**config.mk**
```make
export PLATFORM = sky130hd
export DESIGN_NAME = busown_ctrl
export DESIGN_NICKNAME = d
export VERILOG_FILES = /design/src/rtl/busown_pkg.sv /design/src/rtl/busown_tick.sv /design/src/rtl/busown_timeout.sv /design/src/rtl/busown_fsm.sv /design/src/rtl/busown_ctrl.sv
export SDC_FILE = /design/constraint.sdc
export NUM_CORES = 1
export LEC_CHECK = 0
export ABC_CLOCK_PERIOD_IN_PS = 6700
export BUFFER_PORTS_ARGS = -buffer_cell sky130_fd_sc_hd__buf_2
export CORE_MARGIN = 2
export CORE_UTILIZATION = 50
export DETAILED_ROUTE_END_ITERATION = 8
export PLACE_DENSITY = 0.76
export SLEW_MARGIN = 20
export SYNTH_ARGS = -nofsm -noshare
export SYNTH_HDL_FRONTEND = slang
export SYNTH_SLANG_ARGS = --single-unit
```
**constraint.sdc**
```tcl
create_clock -name clk -period 6.7 [get_ports clk]
set_clock_uncertainty 0.1 [all_clocks]
set_input_delay 0.335 -clock clk [delete_from_list [all_inputs] [get_ports clk]]
set_output_delay 0.335 -clock clk [all_outputs]
set_load 0.01 [all_outputs]
```
**src/rtl/busown_pkg.sv**
```systemverilog
package busown_pkg;

    typedef enum logic [1:0] {
        ST_HELD       = 2'd0,
        ST_HELD_OWNED = 2'd1,
        ST_RUN        = 2'd2,
        ST_RUN_OWNED  = 2'd3
    } own_state_e;

    typedef enum logic [2:0] {
        CMD_RESET   = 3'd0,
        CMD_REQUEST = 3'd1,
        CMD_RELEASE = 3'd2,
        CMD_RUN     = 3'd3,
        CMD_RESTART = 3'd4,
        CMD_MCYCLE  = 3'd5
    } own_cmd_e;

    typedef enum logic [2:0] {
        PH_IDLE    = 3'd0,
        PH_ACKWAIT = 3'd1,
        PH_PULSE   = 3'd2,
        PH_GAP     = 3'd3,
        PH_MWAIT   = 3'd4
    } own_phase_e;

endpackage

```
**src/rtl/busown_tick.sv**
```systemverilog
module busown_tick #(
    parameter int TICK_DIV = 10_000_000
) (
    input  logic clk,
    input  logic rst_n,
    input  logic clear,
    output logic tick
);
    localparam int W = (TICK_DIV > 1) ? $clog2(TICK_DIV) : 1;
    localparam logic [W-1:0] LAST = W'(TICK_DIV - 1);

    logic [W-1:0] cnt_d, cnt_q;

    assign tick = (cnt_q == LAST);

    always_comb begin
        if (clear || tick) cnt_d = '0;
        else               cnt_d = cnt_q + 1'b1;
    end

    always_ff @(posedge clk or negedge rst_n) begin
        if (!rst_n) cnt_q <= '0;
        else        cnt_q <= cnt_d;
    end
endmodule

```
**src/rtl/busown_timeout.sv**
```systemverilog
module busown_timeout #(
    parameter int TIMEOUT_TICKS = 20
) (
    input  logic clk,
    input  logic rst_n,
    input  logic start,
    input  logic tick,
    output logic expired
);
    localparam int W = $clog2(TIMEOUT_TICKS + 1);
    localparam logic [W-1:0] LOAD = W'(TIMEOUT_TICKS);

    logic [W-1:0] cnt_d, cnt_q;

    assign expired = (cnt_q == '0);

    always_comb begin
        cnt_d = cnt_q;
        if (start)                    cnt_d = LOAD;
        else if (tick && !expired)    cnt_d = cnt_q - 1'b1;
    end

    always_ff @(posedge clk or negedge rst_n) begin
        if (!rst_n) cnt_q <= '0;
        else        cnt_q <= cnt_d;
    end

    // between restarts the remaining tick count never grows
    a_r3_count_never_grows: assert property (@(posedge clk) disable iff (!rst_n)
        !start |=> (cnt_q <= $past(cnt_q)));
endmodule

```
**src/rtl/busown_fsm.sv**
```systemverilog
module busown_fsm
    import busown_pkg::*;
#(
    parameter int PULSE_CYCLES = 1000,
    parameter int GAP_CYCLES   = 2
) (
    input  logic       clk,
    input  logic       rst_n,
    input  logic       cmd_valid,
    input  logic [2:0] cmd_code,
    input  logic       busack_n,
    input  logic       expired,
    output logic       start_wait,
    output logic       busreq_n,
    output logic       reset_n,
    output logic       drive_en,
    output logic [1:0] state,
    output logic       busy
);
    localparam int MAXC  = (PULSE_CYCLES > GAP_CYCLES) ? PULSE_CYCLES : GAP_CYCLES;
    localparam int CW    = $clog2(MAXC + 1);
    localparam logic [CW-1:0] PULSE_LD = CW'(PULSE_CYCLES);
    localparam logic [CW-1:0] GAP_LD   = CW'(GAP_CYCLES);
    localparam logic [CW-1:0] ONE      = CW'(1);

    typedef struct packed {
        own_state_e    st;
        own_phase_e    ph;
        logic          busreq_n;
        logic          reset_n;
        logic          drive;
        logic [CW-1:0] cnt;
        own_state_e    tgt;
    } regs_t;

    regs_t    r_q, r_d;
    own_cmd_e cmd;
    logic     take;

    always_comb begin
        r_d        = r_q;
        start_wait = 1'b0;
        cmd        = own_cmd_e'(cmd_code);
        take       = cmd_valid && (r_q.ph == PH_IDLE);

        if (cmd_valid && cmd == CMD_RESET) begin
            r_d.st       = ST_HELD;
            r_d.ph       = PH_IDLE;
            r_d.busreq_n = 1'b1;
            r_d.reset_n  = 1'b0;
            r_d.drive    = 1'b0;
            r_d.cnt      = '0;
        end else begin
            unique case (r_q.ph)
                PH_IDLE: if (take) begin
                    case (cmd)
                        CMD_REQUEST: if (r_q.st == ST_HELD || r_q.st == ST_RUN) begin
                            r_d.busreq_n = 1'b0;
                            r_d.reset_n  = 1'b1;
                            r_d.ph       = PH_ACKWAIT;
                            start_wait   = 1'b1;
                        end
                        CMD_RELEASE: if (r_q.st == ST_HELD_OWNED || r_q.st == ST_RUN_OWNED) begin
                            r_d.drive    = 1'b0;
                            r_d.busreq_n = 1'b1;
                            r_d.reset_n  = (r_q.st == ST_RUN_OWNED);
                            r_d.st       = (r_q.st == ST_RUN_OWNED) ? ST_RUN : ST_HELD;
                        end
                        CMD_RUN: begin
                            if (r_q.st == ST_HELD) begin
                                r_d.reset_n = 1'b1;
                                r_d.st      = ST_RUN;
                            end else if (r_q.st == ST_HELD_OWNED) begin
                                r_d.drive   = 1'b0;
                                r_d.reset_n = 1'b0;
                                r_d.cnt     = PULSE_LD;
                                r_d.tgt     = ST_RUN_OWNED;
                                r_d.ph      = PH_PULSE;
                            end
                        end
                        CMD_RESTART: if (r_q.st == ST_RUN || r_q.st == ST_RUN_OWNED) begin
                            r_d.reset_n = 1'b0;
                            r_d.cnt     = PULSE_LD;
                            r_d.tgt     = r_q.st;
                            r_d.ph      = PH_PULSE;
                        end
                        CMD_MCYCLE: if (r_q.st == ST_RUN_OWNED) begin
                            r_d.drive    = 1'b0;
                            r_d.busreq_n = 1'b1;
                            r_d.cnt      = GAP_LD;
                            r_d.ph       = PH_GAP;
                        end
                        default: ;
                    endcase
                end
                PH_ACKWAIT: begin
                    if (!busack_n) begin
                        r_d.drive = 1'b1;
                        r_d.st    = (r_q.st == ST_HELD) ? ST_HELD_OWNED : ST_RUN_OWNED;
                        r_d.ph    = PH_IDLE;
                    end else if (expired) begin
                        r_d.busreq_n = 1'b1;
                        r_d.reset_n  = (r_q.st == ST_RUN);
                        r_d.ph       = PH_IDLE;
                    end
                end
                PH_PULSE: begin
                    if (r_q.cnt == ONE) begin
                        r_d.reset_n = 1'b1;
                        r_d.st      = r_q.tgt;
                        r_d.drive   = (r_q.tgt == ST_RUN_OWNED);
                        r_d.ph      = PH_IDLE;
                    end else begin
                        r_d.cnt = r_q.cnt - 1'b1;
                    end
                end
                PH_GAP: begin
                    if (r_q.cnt == ONE) begin
                        r_d.busreq_n = 1'b0;
                        r_d.ph       = PH_MWAIT;
                        start_wait   = 1'b1;
                    end else begin
                        r_d.cnt = r_q.cnt - 1'b1;
                    end
                end
                PH_MWAIT: begin
                    if (!busack_n) begin
                        r_d.drive = 1'b1;
                        r_d.ph    = PH_IDLE;
                    end else if (expired) begin
                        r_d.ph = PH_IDLE;
                    end
                end
                default: r_d.ph = PH_IDLE;
            endcase
        end
    end

    always_ff @(posedge clk or negedge rst_n) begin
        if (!rst_n) begin
            r_q.st       <= ST_HELD;
            r_q.ph       <= PH_IDLE;
            r_q.busreq_n <= 1'b1;
            r_q.reset_n  <= 1'b0;
            r_q.drive    <= 1'b0;
            r_q.cnt      <= '0;
            r_q.tgt      <= ST_RUN;
        end else begin
            r_q <= r_d;
        end
    end

    assign busreq_n = r_q.busreq_n;
    assign reset_n  = r_q.reset_n;
    assign drive_en = r_q.drive;
    assign state    = r_q.st;
    assign busy     = (r_q.ph != PH_IDLE);

    // a reset command always lands in the held, unowned condition
    a_r1_reset_cmd: assert property (@(posedge clk) disable iff (!rst_n)
        (cmd_valid && cmd_code == 3'd0) |=>
            (state == 2'd0 && !reset_n && busreq_n && !drive_en && !busy));

    // drivers on only while the bus is requested and owned
    a_r11_drive_owned: assert property (@(posedge clk) disable iff (!rst_n)
        drive_en |-> (!busreq_n && state[0]));

    // an idle held state keeps the processor in reset
    a_r5_held_in_reset: assert property (@(posedge clk) disable iff (!rst_n)
        (state == 2'd0 && !busy) |-> !reset_n);

    // during the gap the request is withdrawn and the drivers are off
    a_r9_gap_released: assert property (@(posedge clk) disable iff (!rst_n)
        (r_q.ph == PH_GAP) |-> (busreq_n && !drive_en));

    // a release with no bus owned changes nothing
    a_r10_release_ignored: assert property (@(posedge clk) disable iff (!rst_n)
        (cmd_valid && !busy && cmd_code == 3'd2 && !state[0]) |=>
            ($stable(state) && $stable(reset_n) && $stable(busreq_n)));
endmodule

```
**src/rtl/busown_ctrl.sv**
```systemverilog
module busown_ctrl #(
    parameter int TICK_DIV      = 10_000_000,
    parameter int TIMEOUT_TICKS = 20,
    parameter int PULSE_CYCLES  = 1000,
    parameter int GAP_CYCLES    = 2
) (
    input  logic       clk,
    input  logic       rst_n,
    input  logic       cmd_valid,
    input  logic [2:0] cmd_code,
    input  logic       cpu_busack_n,
    output logic       cpu_busreq_n,
    output logic       cpu_reset_n,
    output logic       bus_drive_en,
    output logic [1:0] own_state,
    output logic       busy
);
    logic start_wait, tick, expired;

    busown_tick #(.TICK_DIV(TICK_DIV)) u_tick (
        .clk   (clk),
        .rst_n (rst_n),
        .clear (start_wait),
        .tick  (tick)
    );

    busown_timeout #(.TIMEOUT_TICKS(TIMEOUT_TICKS)) u_tmo (
        .clk     (clk),
        .rst_n   (rst_n),
        .start   (start_wait),
        .tick    (tick),
        .expired (expired)
    );

    busown_fsm #(.PULSE_CYCLES(PULSE_CYCLES), .GAP_CYCLES(GAP_CYCLES)) u_fsm (
        .clk        (clk),
        .rst_n      (rst_n),
        .cmd_valid  (cmd_valid),
        .cmd_code   (cmd_code),
        .busack_n   (cpu_busack_n),
        .expired    (expired),
        .start_wait (start_wait),
        .busreq_n   (cpu_busreq_n),
        .reset_n    (cpu_reset_n),
        .drive_en   (bus_drive_en),
        .state      (own_state),
        .busy       (busy)
    );
endmodule

```
==> results.cfg, run 1 <==
[detailed_routing]
drt-initial-drc-count = 234
ant_nets = 0
drc = 0
dr.pass1.iters = 4
vias_per_cell = 6.14
drt_wl_total_um = 6680
wire_per_inst_um = 15.3
vias = 2676

[clock_network]
cts_buffers = 5
clockRootBuffer = clkbuf_8
cts_setup_buffers = 0
clock-sinks = 49
clk_path_buf_depth = 2
insertion_delay_ps = 300
clkTransAtPathRegs_ps = 90
cts_tree = yes
cts_hold_buf = 0
cts_resized = 0
cts_max_level = 2

[synthesis]
syn_avg_cell_area_um2 = 8.78
yosys_warnings = 0
ys_top_cells_by_area = dfrtp_1 (37%), nor2_1 (5.6%), xor2_1 (4.7%)
synth_top_area_share_pct = 37.0
synthArstFlopShare_pct = 100
synth-edff-count = 0
yosysSeqAreaShare_pct = 38.7
synth-main-ff-cell = dfrtp_1
synth_cell_types = 63
synth_top_area_cell = dfrtp_1
synth_seq_cells = 49
syn_inst = 362
synthesis.area_um2 = 3180
synth.net_count = 374

[die]
start_util_pct = 50.9
core-area_um2 = 6240
rows = 29
die_h_um = 83.7
die_w_um = 83.7
die-area_um2 = 7010
io_pins = 13

[layout]
nFillCells = 577
insertedDiodeCount = 0
multi_input_area_um2 = 1770
seqCellArea_um2 = 1230
syn_to_final_growth_pct = 4.06
final_nets = 370
fin_area_um2 = 3310
drive_gt1_share_pct = 11.7

[setup_path]
start_kind = register
slowest_stage = dfrtp_1
r2r_cells = 5
worstPathRequired_ps = 6770
critical_path.max_stage_delay_ps = 600
critPathKind = reg -> reg
path_cells = nor2b_1 > nor2_1 > o31ai_2 > and2_1 > a21oi_1
worstPathArrival_ps = 2740
path_max_fanout = 14
reg2reg_to = u_fsm.r_q[9]
r2r_start = u_fsm.r_q[16]
ff2ff_setup_slack_ps = 4040
endpoint_kind = register

[sta]
timing.fmax_mhz = 375
hold_slack_ps = 17.0
layout_min_cycle_time_ps = 2660
slew-limit-headroom_pct = 42.8
finalHoldViolCount = 0
tightest_slew_ps = 856
final-setup-viol-count = 0
slew_viol_final = 0
fin_crit_sh_pct = 39.8
setup_tns_ps = 0
rsz0062_at_grt = false

[placed_design]
dpl_cell_area_um2 = 3210
gp_congestion = 0.885
port-buffer-count = 12
dp_hpwl_um = 4710

[pwr]
power_density_nw_per_um2 = 360
p_leak_nw = 1.39
ir_drop_mv = 0.195

[global_route]
grt_max_degree = 50
grtUsageTotal_pct = 19.4
grt_pass1_wl_um = 11300
first_global_vias = 2387
antenna_found_initial = 0
overflow = 0

[run]
maxCapViolCount = 0

[worst_hold_path]
min_path_type = in -> async

[run_status]
status = completed
[placed cells by master (no fill, tap or decap), drive strengths merged, types with 6 or more instances in the layout]
master  instances
nor2           47
dfrtp          47
nand3          18
xor2           17
nand2          16
a21oi          15
o21ai          15
inv            13
nand4          13
buf            13
a31oi          12
and3            7
xnor2           7
a31o            7
nor3            7
nor4            7
nor2b           6
and4            6
nand2b          6
[cell families after synthesis]
logic type | count (synthesis) | share of synthesized area (%)
xor+xnor | 24 | 6.62
flops | 49 | 38.7
simple gates | 164 | 29.1
compound gates | 80 | 17.1
mux | 3 | 1.02
buf+inv | 37 | 5.51
fa+ha+maj | 5 | 1.97
[power by group]
group	total (mW)	internal [mW]	switching, mW
clock	0.176	0.0742	0.102
combinational	0.509	0.224	0.285
sequential	0.505	0.383	0.123
total	1.19	0.681	0.510
[stage by stage]
step / instances / util, % / total power [mW] / worst slack [ps]
floorplan: 362 / - / 0.907 / 4500
global placement: 428 / 51.5 / 0.997 / 4150
detailed placement: 428 / 51.5 / 1.01 / 4110
CTS: 436 / 53.0 / 1.19 / 4090
global route: 436 / 53.0 / 1.29 / 3840
finish: 436 / 53.0 / 1.19 / 4040
[registers in the layout, summed over array words and instances, names as in the netlist]
register,count
u_fsm.busreq_n,1
u_fsm.drive_en,1
u_fsm.r_q,15
u_fsm.reset_n,1
u_fsm.state,2
u_tick.cnt_q,24
u_tmo.cnt_q,5
[routing by layer]
layer,track usage [%],wire length (µm)
met5,0,0
met4,5.28,93
met3,3.56,307
met2,29.2,3050
met1,28.7,3230
[layout make-up]
type,instances,area share [%]
Multi-Input combinational cell,276,53.6
Sequential cell,49,37.2
Tap cell,77,2.91
Clock buffer,5,2.08
Timing Repair Buffer,13,2.04
Inverter,13,1.48
Clock inverter,3,0.681
[cells in the mapped netlist (2+ instances only)]
library cell	count
a211oi_1	2
nand4_1	13
and3_1	7
o31ai_1	3
a21o_1	2
and3b_1	4
dfrtp_1	47
xnor2_1	7
o21ai_1	3
ha_1	5
buf_2	5
nor3b_1	5
xor2_1	17
or3_1	5
a21oi_1	15
nor4b_1	4
a22oi_1	3
mux2_2	2
a31oi_1	12
inv_1	13
nor2_1	47
nor2b_1	6
nor3_1	6
nand3_1	18
o22ai_1	2
nand2_1	16
and4_1	6
dfstp_2	2
a31o_2	7
buf_4	6
a21boi_0	2
a311oi_1	2
clkbuf_1	12
nor4_1	6
nand2b_1	6
a221oi_1	2
or2_2	3
o21ai_0	12
nand3b_1	3
[worst max path at each step]
stage	startpoint	to	slack (ps)	cells past startpoint
after floorplan	u_fsm.r_q[7]	u_fsm.state[1]	4500	6
after global placement	u_fsm.r_q[17]	u_fsm.r_q[15]	4150	6
after detailed placement	u_fsm.r_q[16]	u_fsm.r_q[9]	4110	5
after CTS	u_fsm.r_q[16]	u_fsm.r_q[9]	4090	5
after global routing	u_fsm.r_q[16]	u_fsm.r_q[7]	3840	5
final	u_fsm.r_q[16]	u_fsm.r_q[9]	4040	5
[critical path, delay by kind of cell, from the launching register on]
kind | cells | cell delay, ps
simple gates | 3 | 1130
compound gates | 2 | 700
flops | 1 | 600
Note: power is estimated with default switching activity, not from simulation.
==> run 2, diff against run 1 <==
ABC_CLOCK_PERIOD_IN_PS = 2480   (was 6700)
clock period = 2.48 ns   (was 6.7 ns; I/O delays follow)
==> results.cfg, run 2 (same netlist as run 1, synthesis figures left out) <==
[sta]
finalHoldViolCount = 0
rsz0062_at_grt = false
final-setup-viol-count = 0
fin_crit_sh_pct = 93.8
setup_tns_ps = 0
timing.fmax_mhz = 430
hold_slack_ps = 136
tightest_slew_ps = 625
slew_viol_final = 0
layout_min_cycle_time_ps = 2330
slew-limit-headroom_pct = 58.4

[setup_path]
worstPathArrival_ps = 2420
start_kind = register
path_max_fanout = 6
worstPathRequired_ps = 2570
critical_path.max_stage_delay_ps = 560
path_cells = or4_4 > o41a_1 > nor4_4 > o221ai_1 > o211a_1
critPathKind = reg -> reg
r2r_cells = 5
slowest_stage = or4_4
endpoint_kind = register

[placed_design]
gp_congestion = 0.935
dp_hpwl_um = 5070
dpl_cell_area_um2 = 3330
port-buffer-count = 12

[die]
die-area_um2 = 7010
die_h_um = 83.7
io_pins = 13
die_w_um = 83.7
core-area_um2 = 6240
rows = 29
start_util_pct = 50.9

[layout]
max_flop_register = u_tick.cnt_q
final_core_util_pct = 55.4
final_cell_mix = nor2_1 (47), dfrtp_1 (47), nand3_1 (18), xor2_1 (17), buf_4 (17)
fin_area_um2 = 3460
final_nets = 387
top_regs = u_tick.cnt_q: 24 flops, u_fsm.r_q: 15 flops, u_tmo.cnt_q: 5 flops
drive_gt1_share_pct = 15.4
insertedDiodeCount = 0
largest_reg_flops = 24
syn_to_final_growth_pct = 8.82

[clock_network]
clkTransAtPathRegs_ps = 100
cts_max_level = 2
cts_hold_buf = 1
cts_setup_buffers = 0
cts_resized = 0
cts_tree = yes
cts_buffers = 5
clockRootBuffer = clkbuf_8
clock-sinks = 49
insertion_delay_ps = 300
clk_path_buf_depth = 2

[detailed_routing]
drt_wl_total_um = 7190
wire_per_inst_um = 15.9
drc = 0
ant_nets = 0
dr.pass1.iters = 5
vias_per_cell = 6.28
drt-initial-drc-count = 264
vias = 2846

[global_route]
first_global_vias = 2608
grt_pass1_wl_um = 12300
antenna_found_initial = 0
grtUsageTotal_pct = 21.0
overflow = 0
grt_max_degree = 50

[pwr]
ir_drop_mv = 0.491
power_density_nw_per_um2 = 1000
p_leak_nw = 1.48

[run_status]
status = completed

[worst_hold_path]
min_path_type = in -> reg
min_path_cells = 4

[run]
maxCapViolCount = 0
[run 2: final timing paths]
| check | start | to | slack, ps |
|---|---|---|---|
| min in group asynchronous | rst_n | u_fsm.r_q[8] | 370 |
| worst max-delay path | u_fsm.r_q[9] | u_fsm.state[1] | 150 |
| max in group asynchronous | rst_n | u_fsm.drive_en | 1480 |
| worst min-delay path | cpu_busack_n | u_fsm.drive_en | 140 |
| worst min register to register | u_tick.cnt_q[0] | u_tick.cnt_q[0] | 390 |
| worst max register to register | u_fsm.r_q[9] | u_fsm.state[1] | 150 |
[run 2: cell type report]
class / count / area, µm²
fillers: 570 / 2780
multi-input cells: 276 / 1770
flip-flops and latches: 49 / 1230
repair buffers: 30 / 198
well taps: 77 / 96.3
clock buffers: 5 / 68.8
inverters: 13 / 48.8
clock inverters: 3 / 43.8
[run 2: critical path: cells and delay by family, from the launching register on]
kind | cells | cell delay, ps
flops | 1 | 450
compound gates | 3 | 770
simple gates | 2 | 900
[run 2: power breakdown]
group / leakage, nW / switching (mW) / internal [mW]
Sequential: 0.621 / 0.270 / 1.03
Combinational: 0.803 / 0.872 / 0.709
Clock: 0.0585 / 0.276 / 0.303
[run 2: metrics by stage]
step	worst slack, ps	std cells	power [mW]
5_1_grt	20.1	453	3.72
2_1_floorplan	276	362	2.45
3_3_place_gp	218	444	2.84
4_1_cts	168	453	3.47
3_5_place_dp	191	444	2.87
6_report	154	453	3.46
[run 2: metal layers]
| layer | share of wire [%] | track usage, % |
|---|---|---|
| met5 | 0 | 0 |
| met4 | 0.82 | 4.99 |
| met3 | 5.9 | 3.07 |
| met1 | 46 | 31.4 |
| met2 | 47 | 32.4 |
==> run 3, diff against run 2 <==
ABC_CLOCK_PERIOD_IN_PS = 2000   (was 2480)
PLACE_DENSITY = 0.78   (was 0.76)
clock period = 2 ns   (was 2.48 ns; I/O delays follow)
==> results.cfg, run 3 (same netlist as run 1, synthesis figures left out) <==
[sta]
fin_crit_sh_pct = 111
slew-limit-headroom_pct = 64.0
finalHoldViolCount = 0
rsz0062_at_grt = true
slew_viol_final = 0
timing.fmax_mhz = 449
final-setup-viol-count = 13
setup_ws_ps = -228
layout_min_cycle_time_ps = 2230
tightest_slew_ps = 539

[die]
die_h_um = 83.7
core-area_um2 = 6240
io_pins = 13
die-area_um2 = 7010
rows = 29
die_w_um = 83.7
start_util_pct = 50.9

[pwr]
power_density_nw_per_um2 = 1200
p_leak_nw = 1.87
p_int_mw = 2.99
power.share.clock_pct = 11.8
pwr-share-comb_pct = 58.9
power_frac_seq_pct = 29.3
ir_drop_mv = 0.716
power_mw = 5.11
power.switching_mw = 2.12
switching_share_pct = 41.5

[layout]
largest_reg_flops = 24
drive_gt1_share_pct = 37.1
max_flop_register = u_tick.cnt_q
insertedDiodeCount = 0
final_cell_mix = buf_4 (80), dfrtp_1 (47), nor2_1 (44), xor2_1 (17), nand3_1 (16)
final_nets = 454
nFillCells = 477
top_regs = u_tick.cnt_q: 24 flops, u_fsm.r_q: 15 flops, u_tmo.cnt_q: 5 flops
stdcell_count = 519
layout_commonest_cell = buf_4
syn_to_final_growth_pct = 33.6
fin_area_um2 = 4240

[run_status]
violations = negative setup slack
status = finished with violations

[placed_design]
dp_hpwl_um = 5690
placedCellCount = 498
gp_congestion = 0.888
dpl_cell_area_um2 = 3790
port-buffer-count = 12

[clock_network]
clk_path_buf_depth = 2
clockRootBuffer = clkbuf_8
cts_buffers = 5
cts_tree = yes
clock-sinks = 49
cts_max_level = 2
clkTransAtPathRegs_ps = 90
insertion_delay_ps = 310

[setup_path]
path_max_fanout = 7
r2r_cells = 8
endpoint_kind = register
worstPathArrival_ps = 2320
critPathKind = reg -> reg
worstPathRequired_ps = 2090
start_kind = register

[global_route]
first_global_vias = 2949
overflow = 0
antenna_found_initial = 0
grt_pass1_wl_um = 13800
grtUsageTotal_pct = 23.7
grt_max_degree = 43

[detailed_routing]
vias = 3097
drt-initial-drc-count = 221
drc = 0
vias_per_cell = 5.97
ant_nets = 0
drt_wl_total_um = 8440
dr.pass1.iters = 5
wire_per_inst_um = 16.3

[run]
maxCapViolCount = 0

[worst_hold_path]
min_path_type = in -> async
[run 3: cell types whose count changed in the layout (fill, tap and decap cells not counted), sizes merged]
cell      change
buf          +67
bufinv        -1
clkbuf        +1
clkinv        -1
clkinvlp      +1
inv           -1
[run 3: cell type report]
type	instances	area (µm²)	share of cell area, %
multi-input combinational	276	2040	48.0
sequential	49	1230	29.0
timing repair buffer	97	742	17.5
tap	77	96.3	2.27
clock buffer	6	82.6	1.95
inverter	13	48.8	1.15
clock inverter	1	7.51	0.177
[run 3: final timing paths]
| check | start | to | slack, ps |
|---|---|---|---|
| worst min-delay path | rst_n | u_fsm.r_q[3] | 80 |
| worst max register to register | u_fsm.r_q[9] | u_fsm.r_q[5] | -230 |
| worst max-delay path | u_fsm.r_q[9] | u_fsm.r_q[5] | -230 |
| max in group asynchronous | rst_n | u_fsm.r_q[1] | 1180 |
| min in group clk | cmd_code[2] | u_fsm.reset_n | 160 |
| worst min register to register | u_fsm.reset_n | u_fsm.reset_n | 430 |
[run 3: routing by layer]
layer  track usage [%]  vias to the layer above  part of all wire (%)
li1                  -                     1480                     -
met4              6.01                        0                   1.6
met2              40.5                      108                    50
met3              4.25                       18                   5.0
met5                 0                        -                     0
met1              31.2                     1491                    43
[run 3: timing repair]
| action | 4_1_cts | 5_1_grt |
|---|---|---|
| pin swaps | 9 | 22 |
| endpoints found under the setup margin | 39 | 45 |
| resized for setup | 17 | 37 |
| hold buffers | 1 | 0 |
| buffers inserted | 6 | 9 |
| hold endpoints to repair | 48 | 0 |
[run 3: critical path: stages, from the launching register on]
cell and delay [ps]:
dfrtp_1 380, or4_4 560, buf_4 160, nor4_2 240, buf_4 160, o31ai_2 60
buf_4 200, a31oi_1 190, a21oi_1 70
[run 3: power groups by stage]
stage	Sequential, mW	Combinational (mW)	Clock (mW)
final	1.50	3.01	0.605
after global routing	1.54	3.25	0.660
after CTS	1.49	2.62	0.614
after detailed placement	1.50	2.51	0
after global placement	1.48	2.43	0
after floorplan	1.52	1.54	0
[run 3: metrics by stage]
step / hold slack, ps / setup TNS, ps / utilization, % / worst slack, ps
floorplan: -296 / -1300 / - / -167
global placement: -132 / -337 / 60.8 / -130
detailed placement: -125 / -797 / 60.8 / -206
CTS: 78.5 / -377 / 64.2 / -146
global route: 93.0 / -3110 / 68.0 / -326
finish: 78.0 / -1810 / 68.0 / -228
